[config.mk]
export PLATFORM = sky130hd
export DESIGN_NAME = eff_addr_gen
export DESIGN_NICKNAME = d
export VERILOG_FILES = /design/src/rtl/eag_pkg.sv /design/src/rtl/eag_index_add.sv /design/src/rtl/eag_direct.sv /design/src/rtl/eag_ptr_seq.sv /design/src/rtl/eff_addr_gen.sv
export SDC_FILE = /design/constraint.sdc
export NUM_CORES = 1
export LEC_CHECK = 0
export BUFFER_PORTS_ARGS = -buffer_cell sky130_fd_sc_hd__buf_2
export CAP_MARGIN = 15
export CORE_MARGIN = 10
export CORE_UTILIZATION = 58
export DETAILED_ROUTE_END_ITERATION = 10
export PLACE_DENSITY = 0.89
export RECOVER_POWER = 25
export SYNTH_ARGS = -nofsm -noshare
export SYNTH_HDL_FRONTEND = slang
export SYNTH_SLANG_ARGS = --single-unit
[constraint.sdc]
create_clock -name clk -period 7 [get_ports clk]
set_input_delay 0.7 -clock clk [delete_from_list [all_inputs] [get_ports clk]]
set_output_delay 0.7 -clock clk [all_outputs]
set_load 0.05 [all_outputs]
[src/rtl/eag_pkg.sv]
package eag_pkg;
  typedef enum logic [3:0] {
    AM_IMM  = 4'd0,
    AM_IMPL = 4'd1,
    AM_ACC  = 4'd2,
    AM_ABS  = 4'd3,
    AM_ABSX = 4'd4,
    AM_ABSY = 4'd5,
    AM_ZP   = 4'd6,
    AM_ZPX  = 4'd7,
    AM_ZPY  = 4'd8,
    AM_XIND = 4'd9,
    AM_INDY = 4'd10,
    AM_IND  = 4'd11,
    AM_STK  = 4'd12
  } am_e;

  typedef enum logic [1:0] {
    PS_IDLE = 2'd0,
    PS_RD0  = 2'd1,
    PS_RD1  = 2'd2,
    PS_FIN  = 2'd3
  } pstate_e;

  function automatic logic is_ptr_mode(input logic [3:0] m);
    return (m == AM_XIND) || (m == AM_INDY) || (m == AM_IND);
  endfunction
endpackage

[src/rtl/eag_index_add.sv]
module eag_index_add #(
  parameter int DATA_W    = 8,
  parameter bit WRAP_PAGE = 1'b0
) (
  input  logic [2*DATA_W-1:0] base,
  input  logic [DATA_W-1:0]   idx,
  output logic [2*DATA_W-1:0] sum
);
  localparam int AW = 2 * DATA_W;

  generate
    if (WRAP_PAGE) begin : g_wrap
      logic [DATA_W-1:0] lo_sum;
      always_comb lo_sum = base[DATA_W-1:0] + idx;
      assign sum = {base[AW-1:DATA_W], lo_sum};
    end else begin : g_carry
      assign sum = base + {{DATA_W{1'b0}}, idx};
    end
  endgenerate
endmodule

[src/rtl/eag_direct.sv]
module eag_direct
  import eag_pkg::*;
#(
  parameter int DATA_W     = 8,
  parameter int STACK_PAGE = 1
) (
  input  logic [3:0]          mode,
  input  logic [DATA_W-1:0]   opnd_lo,
  input  logic [DATA_W-1:0]   opnd_hi,
  input  logic [DATA_W-1:0]   idx_x,
  input  logic [DATA_W-1:0]   idx_y,
  input  logic [DATA_W-1:0]   stk_ptr,
  output logic [2*DATA_W-1:0] addr,
  output logic                has_addr
);
  localparam int AW = 2 * DATA_W;
  localparam logic [DATA_W-1:0] STK_HI = DATA_W'(STACK_PAGE);

  logic [DATA_W-1:0] abs_idx, zp_idx;
  logic [AW-1:0]     abs_sum, zp_sum;

  always_comb begin
    abs_idx = (mode == AM_ABSY) ? idx_y : idx_x;
    case (mode)
      AM_ZPX:  zp_idx = idx_x;
      AM_ZPY:  zp_idx = idx_y;
      default: zp_idx = '0;
    endcase
  end

  eag_index_add #(.DATA_W(DATA_W), .WRAP_PAGE(1'b0)) u_abs_add (
    .base ({opnd_hi, opnd_lo}),
    .idx  (abs_idx),
    .sum  (abs_sum)
  );

  eag_index_add #(.DATA_W(DATA_W), .WRAP_PAGE(1'b1)) u_zp_add (
    .base ({{DATA_W{1'b0}}, opnd_lo}),
    .idx  (zp_idx),
    .sum  (zp_sum)
  );

  always_comb begin
    addr     = '0;
    has_addr = 1'b1;
    case (mode)
      AM_ABS:                 addr = {opnd_hi, opnd_lo};
      AM_ABSX, AM_ABSY:       addr = abs_sum;
      AM_ZP, AM_ZPX, AM_ZPY:  addr = zp_sum;
      AM_STK:                 addr = {STK_HI, stk_ptr};
      default:                has_addr = 1'b0;
    endcase
  end
endmodule

[src/rtl/eag_ptr_seq.sv]
module eag_ptr_seq
  import eag_pkg::*;
#(
  parameter int DATA_W = 8
) (
  input  logic                clk,
  input  logic                rst,
  input  logic                launch,
  input  logic [3:0]          mode,
  input  logic [DATA_W-1:0]   opnd_lo,
  input  logic [DATA_W-1:0]   opnd_hi,
  input  logic [DATA_W-1:0]   idx_x,
  input  logic [DATA_W-1:0]   idx_y,
  input  logic [DATA_W-1:0]   rd_data,
  output logic                rd_req,
  output logic [2*DATA_W-1:0] rd_addr,
  output logic                busy,
  output logic                fin,
  output logic [2*DATA_W-1:0] fin_addr
);
  localparam int AW = 2 * DATA_W;

  pstate_e           state;
  logic [AW-1:0]     ptr_q;
  logic              zp_q;
  logic [DATA_W-1:0] y_q;
  logic [DATA_W-1:0] lo_q;
  logic [AW-1:0]     ptr_first;
  logic [DATA_W-1:0] ptr_zp_lo;
  logic [AW-1:0]     ptr_next;

  always_comb begin
    ptr_zp_lo = opnd_lo + ((mode == AM_XIND) ? idx_x : '0);
    if (mode == AM_IND) ptr_first = {opnd_hi, opnd_lo};
    else                ptr_first = {{DATA_W{1'b0}}, ptr_zp_lo};
  end

  eag_index_add #(.DATA_W(DATA_W), .WRAP_PAGE(1'b1)) u_zp_inc (
    .base (ptr_q),
    .idx  (DATA_W'(1)),
    .sum  (ptr_next)
  );

  always_ff @(posedge clk) begin
    if (rst) begin
      state   <= PS_IDLE;
      rd_req  <= 1'b0;
      rd_addr <= '0;
      ptr_q   <= '0;
      zp_q    <= 1'b0;
      y_q     <= '0;
      lo_q    <= '0;
    end else begin
      unique case (state)
        PS_IDLE: if (launch) begin
          state   <= PS_RD0;
          rd_req  <= 1'b1;
          rd_addr <= ptr_first;
          ptr_q   <= ptr_first;
          zp_q    <= (mode != AM_IND);
          y_q     <= (mode == AM_INDY) ? idx_y : '0;
        end
        PS_RD0: begin
          state   <= PS_RD1;
          rd_addr <= zp_q ? ptr_next : ptr_q + AW'(1);
        end
        PS_RD1: begin
          state  <= PS_FIN;
          rd_req <= 1'b0;
          lo_q   <= rd_data;
        end
        PS_FIN: state <= PS_IDLE;
      endcase
    end
  end

  eag_index_add #(.DATA_W(DATA_W), .WRAP_PAGE(1'b0)) u_word_add (
    .base ({rd_data, lo_q}),
    .idx  (y_q),
    .sum  (fin_addr)
  );

  assign busy = (state != PS_IDLE);
  assign fin  = (state == PS_FIN);
endmodule

[src/rtl/eff_addr_gen.sv]
module eff_addr_gen
  import eag_pkg::*;
#(
  parameter int DATA_W     = 8,
  parameter int STACK_PAGE = 1
) (
  input  logic              clk,
  input  logic              rst,
  input  logic              start,
  input  logic [3:0]        mode,
  input  logic [DATA_W-1:0] opnd_lo,
  input  logic [DATA_W-1:0] opnd_hi,
  input  logic [DATA_W-1:0] idx_x,
  input  logic [DATA_W-1:0] idx_y,
  input  logic [DATA_W-1:0] stk_ptr,
  input  logic [DATA_W-1:0] rd_data,
  output logic              rd_req,
  output logic [2*DATA_W-1:0] rd_addr,
  output logic              busy,
  output logic              done,
  output logic              addr_valid,
  output logic [2*DATA_W-1:0] eff_addr
);
  localparam int AW = 2 * DATA_W;

  logic          accept, ptr_sel;
  logic [AW-1:0] dir_addr, seq_addr;
  logic          dir_has, seq_fin;

  assign accept  = start & ~busy;
  assign ptr_sel = is_ptr_mode(mode);

  eag_direct #(.DATA_W(DATA_W), .STACK_PAGE(STACK_PAGE)) u_direct (
    .mode     (mode),
    .opnd_lo  (opnd_lo),
    .opnd_hi  (opnd_hi),
    .idx_x    (idx_x),
    .idx_y    (idx_y),
    .stk_ptr  (stk_ptr),
    .addr     (dir_addr),
    .has_addr (dir_has)
  );

  eag_ptr_seq #(.DATA_W(DATA_W)) u_seq (
    .clk      (clk),
    .rst      (rst),
    .launch   (accept & ptr_sel),
    .mode     (mode),
    .opnd_lo  (opnd_lo),
    .opnd_hi  (opnd_hi),
    .idx_x    (idx_x),
    .idx_y    (idx_y),
    .rd_data  (rd_data),
    .rd_req   (rd_req),
    .rd_addr  (rd_addr),
    .busy     (busy),
    .fin      (seq_fin),
    .fin_addr (seq_addr)
  );

  always_ff @(posedge clk) begin
    if (rst) begin
      done       <= 1'b0;
      addr_valid <= 1'b0;
      eff_addr   <= '0;
    end else if (accept && !ptr_sel) begin
      done       <= 1'b1;
      addr_valid <= dir_has;
      eff_addr   <= dir_has ? dir_addr : '0;
    end else if (seq_fin) begin
      done       <= 1'b1;
      addr_valid <= 1'b1;
      eff_addr   <= seq_addr;
    end else begin
      done       <= 1'b0;
      addr_valid <= 1'b0;
    end
  end
endmodule

==> results by group, run 1 <==
Clocking
  • CTS Buffer Depth: 2
  • # H-tree levels: 3
  • Cts-stage hold buffer count: 0
  • Clock root cell: sky130_fd_sc_hd__clkbuf_8
  • Cts bufs inserted: 9
  • Post-cts repair resize count: 0
  • Clock Latency Late Sink: 0.35 ns
  • Number of setup buffers added after CTS: 0
  • Clock sink count: 70
  • Clock tree from TritonCTS: yes
  • Clock edge transition at the registers on the reported setup and hold paths: 0.08 ns

Logic synthesis
  • Mean Syn Cell Area: just under 8 um^2
  • Fraction of the mapped netlist area in compound gates: 25.20%
  • Fraction of the mapped netlist area in simple logic gates: 21.62%
  • Area share of the largest cell type after synthesis: approximately 27%
  • EDFF count, synth: 0
  • Top area cells in the synthesized netlist: sky130_fd_sc_hd__dfxtp_1, sky130_fd_sc_hd__ha_1, sky130_fd_sc_hd__a21oi_1
  • Syn Nets: 773
  • Register bit total from synthesis: 70
  • Post-Synth Adder-Cell Area: ~10%
  • Mapped Cells: 678
  • Fraction of registers with async set/reset: 0%
  • Post-synthesis mux area share: 4.400%
  • Xor/xnor share of the synthesized area: approximately 7.4%
  • Number of different library cells in the post-synthesis netlist: 62
  • Combined area of all synthesized cells: between 5000 and 6000 um^2
  • Main synth FF type: sky130_fd_sc_hd__dfxtp_1
  • Post-synthesis sequential area ratio: 26.78%
  • Yosys synthesis warning count: 0
  • Cell type with the largest total area after synthesis: sky130_fd_sc_hd__dfxtp_1
  • Main combinational cell family by area after synthesis: compound AO/OA/AOI/OAI gates

Global routing
  • Antenna violations before repair: 0
  • Largest net degree at the start of global routing: 70
  • First-pass GRT wire length: 25420 um
  • Global routing usage summed across all routing layers: 23.23%
  • Number of global-route vias before repair: between 5000 and 6000
  • Total gr overflow: 0

Routing
  • ANT nets after route: 0
  • Number of iterations in the first detailed-routing pass: 5
  • Average detailed-routed wire length per instance: approximately 18 um
  • DRC viols: 0
  • Total Wirelength: around 16000 um
  • Drt first-iter violations: 514
  • Total via count after detailed routing: 5408
  • Via density per instance: about 6.3

Place
  • Hpwl dp: 12320 um
  • Number of buffers inserted by port buffering: 90
  • Cell count after placement: 848
  • Place WS: 2.508 ns
  • Placement-stage cell area: 5731 um^2
  • Placer Congestion: roughly 0.93

Floorplanning
  • Die width: 115.0 um
  • Die Height: 115.0 um
  • Effective utilization at floorplan: 59.71%
  • # IOs: ~90
  • Total Die Area: 13220 um^2
  • Standard-cell rows: 34
  • Core Area: 8763 um^2

Timing
  • Setup slack after layout: 2.728 ns
  • Actual transition at the worst max-transition pin: 1.009 ns
  • Max-slew headroom at the worst pin: 32.58%
  • Clk_skew: 0.008435 ns
  • Max Slew Vio Count: 0
  • Setup repair after global routing missed its margin: false
  • Final critical-path required period: 4.272 ns
  • Peak Freq: 0.2341 GHz
  • Post-route clock period utilization: around three fifths
  • Fin. Hold Viols: 0
  • Total negative setup slack: 0 ns
  • Total of endpoints with negative setup slack in the final report: 0

Hold path
  • Hold/Removal Path Class: flop to flop

Worst setup path
  • Crit path required time: ~7.3 ns
  • Cell at the slowest stage of the critical path: sky130_fd_sc_hd__a211oi_1
  • Arrival time of data at the critical path endpoint: 4.55 ns
  • Dominant delay contributor by cell family on the critical path: compound AO/OA/AOI/OAI gates
  • Largest stage delay, worst path: 0.64 ns
  • Type of the setup path with the least slack: primary input to flop
  • Crit path cell chain: buf_2 > nand2b_1 > nor2_1 > and2_1 > mux2_2 > ha_1 > a211oi_1 > nor4_1 > a211oi_1 > o21ai_0 > nand2_1 > a21oi_1 > o21ai_0
  • CP Max Fanout: 13
  • Internal reg-to-reg setup slack: 4.39 ns
  • Crit start category: primary input
  • Nature of the critical path endpoint: flop
  • Sum of buffers and inverters on the critical path: 1

Finish
  • Area taken by flip-flops and latches: around 1400 um^2
  • Area used by multi-input combinational logic: around 3600 um^2
  • Number of antenna cells inserted: 0
  • Post-layout nets: about 850
  • Fill count: 752
  • Layout Cell Area excl Fill: 5904 um^2
  • Commonest cells after routing, fill and taps aside: sky130_fd_sc_hd__buf_2, sky130_fd_sc_hd__dfxtp_1, sky130_fd_sc_hd__nor2_1
  • Most frequent standard cell in the layout excluding fill and tap cells: sky130_fd_sc_hd__buf_2
  • Area Growth Syn to Fin: 12.84%
  • Fraction of final layout cells with drive strength greater than 1: 14.44%
  • Non-filler instance count after layout: roughly 860

Job
  • Max Cap Violations: 0

Pwr
  • Power density over the cells: 233.1 nW/um^2
  • Static Leak: 2.367 nW
  • Maximum vdd drop: 0.0001671 V

Status
  • Outcome: completed
## cells by family (layout without fill, tap and decap cells)
family                     Yosys count  after routing
and+or+nand+nor                    239            239
AOI/OAI and AO/OA                  205            205
DFF                                 70             70
buffers and inverters               58            135
xor gates and xnor gates            44             44
adders and majority gates           40             40
muxes                               22             22
## sequential cells by signal, summed over array words and instances, names as in the netlist
name / flops
u_seq.lo_q: 8
eff_addr: 16
u_seq.ptr_q: 16
u_seq.state: 2
u_seq.y_q: 8
addr_valid: 1
u_seq.rd_req: 1
done: 1
u_seq.rd_addr: 16
u_seq.zp_q: 1
## where the power goes
part,internal [mW],switching [mW],total (mW)
clock,0.173,0.167,0.340
sequential,0.446,0.0310,0.477
combinational,0.164,0.395,0.559
## Yosys cell counts (all sizes together) (3+ instances only)
cell,n
xnor2,29
o22ai,9
a22o,9
nand3b,3
or2,3
ha,36
buf,11
inv,22
nand2,64
dfxtp,70
o21ai,45
o31ai,3
o21a,3
mux2,8
and3,6
nand3,33
fa,4
nor4,3
mux2i,14
nor2b,7
o211ai,5
and2,9
or3,3
nor3b,5
nand4,7
o21bai,3
nor3,17
nor2,69
a22oi,4
o31a,3
a222oi,3
a21oi,59
clkbuf,25
a31oi,5
a211oi,21
nand2b,5
xor2,15
a21o,13
## final cells by class
class,count,area share (%)
Multi-Input combinational cell,550,60.99
Sequential cell,70,23.73
Timing Repair Buffer,98,8.264
Clock buffer,10,2.331
Tap cell,108,2.289
Inverter,22,1.399
Clock inverter,5,0.9960
## routing by layer
layer  vias to the layer above  wire length [um]  GRT usage [%]
met5                         -                 0              0
li1                       2601                 -              -
met1                      2506              6540          28.07
met2                       243              7606          39.04
met4                         0               484          10.15
met3                        58              1221          4.688
## per-stage QoR
step / utilization (%) / hold WS (ns) / power [mW]
finish: 67.38 / 0.4673 / 1.376
global route: 67.38 / 0.4924 / 1.446
CTS: 67.63 / 0.4658 / 1.381
detailed placement: 65.39 / 0.4560 / 1.044
global placement: 65.39 / 0.4396 / 1.030
floorplan: - / 0.4362 / 0.8934
## worst min-delay path, stage by stage, from the launching register on
cell	delay [ns]
sky130_fd_sc_hd__dfxtp_1	0.32
sky130_fd_sc_hd__nand2_1	0.05
sky130_fd_sc_hd__a21oi_1	0.05
## path summary, 6_finish.rpt
| path | from | end | cells after the start |
|---|---|---|---|
| setup / recovery | mode[3] | eff_addr[13] | 13 |
| hold / removal | u_seq.y_q[6] | u_seq.y_q[6] | 2 |
| setup reg to reg | u_seq.lo_q[0] | eff_addr[12] | 10 |
| hold reg to reg | u_seq.y_q[6] | u_seq.y_q[6] | 2 |
No activity file was read; power rests on OpenSTA's default activity.
==> inputs of run 2 (changes only) <==
Settings changed: CORE_UTILIZATION 58 to 52, PLACE_DENSITY 0.89 to 0.85.
Clock period 7 ns to 3.47 ns, I/O delays scaled along.
==> results by group, run 2 (synthesized netlist as in run 1, its figures left out) <==
Routing
  • DRC viols: 0 (unchanged)
  • ANT nets after route: 0 (unchanged)
  • Drt first-iter violations: 526 (+2.3%)
  • Number of iterations in the first detailed-routing pass: 5 (unchanged)
  • Total via count after detailed routing: 5462 (+1.0%)
  • Via density per instance: 6.096 (-2.7%)
  • Total Wirelength: 16030 um (+1.1%)
  • Average detailed-routed wire length per instance: 17.89 um (-2.6%)

Floorplanning
  • # IOs: 91 (unchanged)
  • Die width: 120.3 um (+4.6%)
  • Total Die Area: 14470 um^2 (+9.5%)
  • Effective utilization at floorplan: 53.53% (-6.2 points)
  • Core Area: 9774 um^2 (+12%)
  • Standard-cell rows: 36 (+5.9%)
  • Die Height: 120.3 um (+4.6%)

Worst setup path
  • Cell with the most instances on the worst path: sky130_fd_sc_hd__buf_4
  • CP Max Fanout: 6 (-7)
  • Nature of the critical path endpoint: flop
  • Internal reg-to-reg setup slack: 0.80 ns (-3.59 ns)
  • Largest stage delay, worst path: 0.41 ns (-0.23 ns)
  • Sum of buffers and inverters on the critical path: 3 (+2)
  • Cell at the slowest stage of the critical path: sky130_fd_sc_hd__nor4_1
  • Type of the setup path with the least slack: primary input to flop
  • Critical register-to-register path startpoint: u_seq.lo_q[0]
  • Crit path required time: 3.71 ns (-3.57 ns)
  • Endpoint of the worst-slack reg-to-reg timing path: eff_addr[12]
  • Reg2reg path depth: 10 (unchanged)
  • Dominant delay contributor by cell family on the critical path: simple AND/OR/NAND/NOR gates
  • Crit path cell chain: buf_2 > nand2b_1 > nor2_1 > and2_1 > buf_4 > mux2_2 > ha_1 > nand4_1 > nor4_1 > a211oi_1 > buf_4 > nor3b_1 > xnor2_1 > o21a_1 > o21ai_0
  • Crit start category: primary input
  • Arrival time of data at the critical path endpoint: 3.32 ns (-1.23 ns)

Clocking
  • Clock Latency Late Sink: 0.35 ns (about the same)
  • # H-tree levels: 3 (unchanged)
  • Clock edge transition at the registers on the reported setup and hold paths: 0.08 ns (about the same)
  • Clock sink count: 70 (unchanged)
  • Cts-stage hold buffer count: 0 (unchanged)
  • Clock root cell: sky130_fd_sc_hd__clkbuf_8
  • Cts bufs inserted: 9 (unchanged)
  • Post-cts repair resize count: 0 (unchanged)
  • CTS Buffer Depth: 2 (unchanged)
  • Clock tree from TritonCTS: yes
  • Number of setup buffers added after CTS: 0 (unchanged)

Global routing
  • Antenna violations before repair: 1 (+1)
  • Total gr overflow: 0 (unchanged)
  • Largest net degree at the start of global routing: 42 (-40%)
  • First-pass GRT wire length: 26400 um (+3.9%)
  • Global routing usage summed across all routing layers: 21.88% (-1.4 points)
  • Number of global-route vias before repair: 5483 (+2.7%)

Finish
  • Area Growth Syn to Fin: 13.75%
  • Post-layout nets: 854 (+0.95%)
  • Most frequent standard cell in the layout excluding fill and tap cells: sky130_fd_sc_hd__dfxtp_1
  • Area taken by flip-flops and latches: 1401 um^2 (unchanged)
  • Fill count: 898 (+19%)
  • Commonest cells after routing, fill and taps aside: sky130_fd_sc_hd__dfxtp_1, sky130_fd_sc_hd__nor2_1, sky130_fd_sc_hd__nand2_1, sky130_fd_sc_hd__buf_2, sky130_fd_sc_hd__a21oi_1
  • Fraction of final layout cells with drive strength greater than 1: 14.29% (-0.15 points)
  • Area used by multi-input combinational logic: 3601 um^2 (unchanged)
  • Number of antenna cells inserted: 0 (unchanged)
  • Registers with the most flip-flops: eff_addr x16, u_seq.ptr_q x16, u_seq.rd_addr x16

Pwr
  • Static Leak: 2.359 nW (-0.31%)
  • Power density over the cells: 450.0 nW/um^2 (+93%)
  • Internal power: 1.488 mW (+90%)
  • Pwr Total: 2.678 mW (+95%)
  • Maximum vdd drop: 0.0002800 V (+68%)
  • Portion of total power attributed to the clock network: 22.0% (-2.7 points)
  • Power share of the combinational group: 42.1% (+1.5 points)
  • Sw Ratio: 44.45% (+1.4 points)
  • Sequential share of power: 35.9% (+1.2 points)
  • Net switching component of the power: 1.190 mW (+100%)

Timing
  • Total of endpoints with negative setup slack in the final report: 0 (unchanged)
  • Setup repair after global routing missed its margin: false
  • Final critical-path required period: 3.080 ns
  • Clk_skew: 0.01174 ns (+0.003303 ns)
  • Max-slew headroom at the worst pin: 38.77% (+6.2 points)
  • Worst hold slack: 0.2556 ns (-0.2117 ns)
  • Actual transition at the worst max-transition pin: 0.9164 ns (-0.09267 ns)
  • Post-route clock period utilization: around 90%
  • Peak Freq: around 0.32 GHz
  • Max Slew Vio Count: 0 (unchanged)
  • Fin. Hold Viols: 0 (unchanged)
  • Total negative setup slack: 0 ns (unchanged)

Job
  • Max Cap Violations: 0 (unchanged)

Status
  • Outcome: completed

Place
  • Hpwl dp: 12640 um (+2.6%)
  • Number of buffers inserted by port buffering: 90 (unchanged)
  • Placer Congestion: 0.8935 (-3.8%)

Hold path
  • Worst Hold Path EP: u_seq.lo_q[7]
  • Worst hold path depth: 3 (+1)
  • Hold/Removal Path Class: primary input to flop
  • Startpoint of the most critical hold path: rd_data[7]
## run 2: cell count changes in the layout (fill, tap and decap cells not counted), sizes merged
cell / previous run / this run
clkinv: 1 / 3
clkbuf: 28 / 35
bufinv: 1 / 0
## run 2: metal layers
metal / global-route usage [%] / part of all wire [%] / vias up / routed length, um
met3: 5.258 / 7.9 / 45 / 1265
li1: - / - / 2626 / -
met5: 0 / 0.081 / - / 13
met4: 8.974 / 2.7 / 2 / 439
met1: 24.97 / 41 / 2552 / 6575
met2: 38.38 / 48 / 237 / 7734
## run 2: worst max-delay path by stage
stage / from / endpoint / slack, ns / cells after the start
6_report: mode[3] / eff_addr[15] / 0.39 / 15
5_1_grt: mode[3] / eff_addr[15] / 0.26 / 15
4_1_cts: mode[3] / eff_addr[15] / 0.47 / 15
3_5_place_dp: mode[3] / eff_addr[14] / 0.11 / 15
3_3_place_gp: mode[3] / eff_addr[14] / 0.22 / 15
2_1_floorplan: mode[1] / eff_addr[14] / 0.30 / 15
## run 2: power groups by stage
stage	Clock, mW	Combinational, mW	Sequential [mW]
finish	0.588	1.13	0.962
global route	0.610	1.23	0.974
CTS	0.584	1.14	0.960
detailed placement	0	1.14	0.978
global placement	0	1.12	0.974
floorplan	0	0.594	1.21
## run 2: layout make-up
cell class,instances,share of cell area (%)
Multi-Input combinational cell,550,60.50
Clock buffer,9,2.081
Tap cell,133,2.796
Sequential cell,70,23.54
Clock inverter,6,0.6517
Inverter,22,1.387
Timing Repair Buffer,106,9.039
## run 2: stage by stage
| step | utilization, % | cell area, um^2 | cells | setup slack [ns] |
|---|---|---|---|---|
| after global routing | 60.89 | 5952 | 896 | 0.2623 |
| after CTS | 61.23 | 5984 | 896 | 0.4685 |
| after floorplan | - | 5233 | 678 | 0.2998 |
| after global placement | 59.56 | 5822 | 881 | 0.2169 |
| final | 60.89 | 5952 | 896 | 0.3898 |
| after detailed placement | 59.56 | 5822 | 881 | 0.1138 |
## run 2: worst min-delay path: cells and delay by family
kind	cells	cell delay (ns)
AND/OR/NAND/NOR	1	0.07
multiplexers	1	0.06
buffers and inverters	1	0.09
==> inputs of run 3 (changes only) <==
Settings changed: CORE_UTILIZATION 52 to 42, PLACE_DENSITY 0.85 to 0.72.
==> results by group, run 3 (synthesized netlist as in run 1, its figures left out) <==
Status
  • Outcome: completed

Finish
  • Area Growth Syn to Fin: 17.24%
  • Number of antenna cells inserted: 0 (unchanged)
  • Non-filler instance count after layout: 933 (+4.1%)
  • Fraction of final layout cells with drive strength greater than 1: 14.51% (+0.22 points)
  • Post-layout nets: 855 (+0.12%)
  • Finished Core Util: 50.65% (-10 points)
  • Registers with the most flip-flops: eff_addr x16, u_seq.ptr_q x16, u_seq.rd_addr x16
  • Most frequent standard cell in the layout excluding fill and tap cells: sky130_fd_sc_hd__dfxtp_1
  • Commonest cells after routing, fill and taps aside: sky130_fd_sc_hd__dfxtp_1, sky130_fd_sc_hd__nor2_1, sky130_fd_sc_hd__nand2_1, sky130_fd_sc_hd__buf_2, sky130_fd_sc_hd__a21oi_1

Worst setup path
  • Sum of buffers and inverters on the critical path: 3 (unchanged)
  • Crit start category: primary input
  • Largest stage delay, worst path: 0.39 ns (-0.02 ns)
  • Cell with the most instances on the worst path: sky130_fd_sc_hd__buf_4
  • Cell at the slowest stage of the critical path: sky130_fd_sc_hd__ha_1
  • Cell depth of the worst setup path: 15 (unchanged)
  • Crit path cell chain: buf_2 > nand2b_1 > nor2_1 > and2_1 > buf_4 > mux2_2 > ha_1 > nand4_1 > nor4_1 > a211oi_1 > buf_4 > nor3b_1 > xnor2_1 > o21a_1 > o21ai_0
  • Nature of the critical path endpoint: flop
  • Dominant delay contributor by cell family on the critical path: simple AND/OR/NAND/NOR gates
  • Arrival time of data at the critical path endpoint: 3.27 ns (-0.05 ns)
  • Reg2reg path depth: 10 (unchanged)
  • CP Max Fanout: 8 (+2)
  • Crit path required time: 3.70 ns (about the same)
  • Type of the setup path with the least slack: primary input to flop

Timing
  • Max-slew headroom at the worst pin: 35.14% (-3.6 points)
  • Clk_skew: 0.006319 ns (-0.005419 ns)
  • Max Slew Vio Count: 0 (unchanged)
  • Total negative setup slack: 0 ns (unchanged)
  • Total of endpoints with negative setup slack in the final report: 0 (unchanged)
  • Actual transition at the worst max-transition pin: 0.9709 ns (+0.05443 ns)
  • Post-route clock period utilization: 87.54% (-1.2 points)
  • Final critical-path required period: 3.038 ns (-0.04253 ns)
  • Fin. Hold Viols: 0 (unchanged)
  • Worst hold slack: 0.2615 ns (+0.005884 ns)
  • Setup repair after global routing missed its margin: false
  • Peak Freq: 0.3292 GHz (+1.4%)

Pwr
  • Portion of total power attributed to the clock network: 30.0% (+8.0 points)
  • Internal power: 1.774 mW (+19%)
  • Power share of the combinational group: 38.0% (-4.1 points)
  • Static Leak: 2.423 nW (+2.7%)
  • Sequential share of power: 32.0% (-3.9 points)
  • Power density over the cells: 491.0 nW/um^2 (+9.1%)
  • Sw Ratio: 41.11% (-3.3 points)
  • Net switching component of the power: 1.238 mW (+4.0%)
  • Maximum vdd drop: 0.0003131 V (+12%)

Routing
  • Total via count after detailed routing: 5289 (-3.2%)
  • Average detailed-routed wire length per instance: 17.22 um (-3.7%)
  • Via density per instance: 5.669 (-7.0%)
  • DRC viols: 0 (unchanged)
  • Number of iterations in the first detailed-routing pass: 5 (unchanged)
  • Drt first-iter violations: 548 (+4.2%)
  • ANT nets after route: 0 (unchanged)
  • Total Wirelength: 16070 um (+0.23%)

Clocking
  • Number of setup buffers added after CTS: 0 (unchanged)
  • CTS Buffer Depth: 2 (unchanged)
  • Cts-stage hold buffer count: 0 (unchanged)
  • # H-tree levels: 3 (unchanged)
  • Clock root cell: sky130_fd_sc_hd__clkbuf_16
  • Cts bufs inserted: 9 (unchanged)
  • Clock edge transition at the registers on the reported setup and hold paths: 0.06 ns (-0.02 ns)
  • Clock tree from TritonCTS: yes
  • Clock sink count: 70 (unchanged)
  • Clock Latency Late Sink: 0.35 ns (about the same)
  • Post-cts repair resize count: 0 (unchanged)

Floorplanning
  • Total Die Area: 17320 um^2 (+20%)
  • Standard-cell rows: 40 (+11%)
  • Effective utilization at floorplan: 43.20% (-10 points)
  • Core Area: 12110 um^2 (+24%)
  • Die width: 131.6 um (+9.4%)
  • # IOs: 91 (unchanged)
  • Die Height: 131.6 um (+9.4%)

Hold path
  • Hold/Removal Path Class: primary input to flop
  • Worst hold path depth: 3 (unchanged)

Place
  • Placer Congestion: 0.9248 (+3.5%)
  • Hpwl dp: 12580 um (-0.44%)
  • Number of buffers inserted by port buffering: 90 (unchanged)
  • Cell count after placement: 917 (+4.1%)

Job
  • Max Cap Violations: 0 (unchanged)

Global routing
  • Largest net degree at the start of global routing: 43 (+2.4%)
  • Total gr overflow: 0 (unchanged)
  • First-pass GRT wire length: 26160 um (-0.89%)
  • Antenna violations before repair: 0 (-1)
  • Global routing usage summed across all routing layers: 18.15% (-3.7 points)
  • Number of global-route vias before repair: 5034 (-8.2%)
## run 3: cell types whose count changed in the layout (fill, tap and decap cells not counted), sizes merged
cell / before / now
inv: 23 / 24
clkbuf: 35 / 37
buf: 80 / 81
clkinv: 3 / 1
## run 3: worst paths after layout
check,slack [ns],from,end
max,0.43,mode[3],eff_addr[15]
min,0.26,rd_data[7],u_seq.lo_q[7]
max reg2reg,0.80,u_seq.y_q[0],eff_addr[12]
min reg2reg,0.46,u_seq.rd_addr[0],u_seq.rd_addr[0]
## run 3: metal layers
layer | up-vias | share of wire, % | GRT usage [%]
met3 | 37 | 7.5 | 5.069
li1 | 2644 | - | -
met5 | - | 0 | 0
met4 | 0 | 2.6 | 7.293
met1 | 2403 | 45 | 23.04
met2 | 205 | 45 | 28.33
## run 3: area by class of cell
cell class | count | area [um^2]
clock buffers | 11 | 252.7
flip-flops and latches | 70 | 1401
multi-input cells | 550 | 3601
fillers | 1222 | 5977
well taps | 168 | 210.2
inverters | 22 | 82.58
clock inverters | 5 | 41.29
repair buffers | 107 | 545.5
## run 3: power by group through the flow
stage | clock (mW) | sequential, mW | combinational, mW
after floorplan | 0 | 1.21 | 0.594
after global placement | 0 | 0.979 | 1.15
after detailed placement | 0 | 0.978 | 1.15
after CTS | 0.916 | 0.962 | 1.16
after global routing | 0.952 | 0.975 | 1.26
final | 0.904 | 0.964 | 1.14
## run 3: worst register-to-register path, delay by kind of cell (launching register included)
family | cells | cell delay, ns
compound gates | 4 | 1.03
simple gates | 2 | 0.41
flops | 1 | 0.35
fa+ha+maj | 2 | 0.60
xor+xnor | 1 | 0.15
buf+inv | 1 | 0.07
## run 3: stage by stage
stage	worst slack [ns]	instance area (um^2)	power [mW]
4_1_cts	0.4880	6167	3.037
2_1_floorplan	0.2998	5233	1.802
3_3_place_gp	0.2250	5873	2.126
3_5_place_dp	0.1322	5873	2.132
5_1_grt	0.1903	6135	3.183
6_report	0.4324	6135	3.012
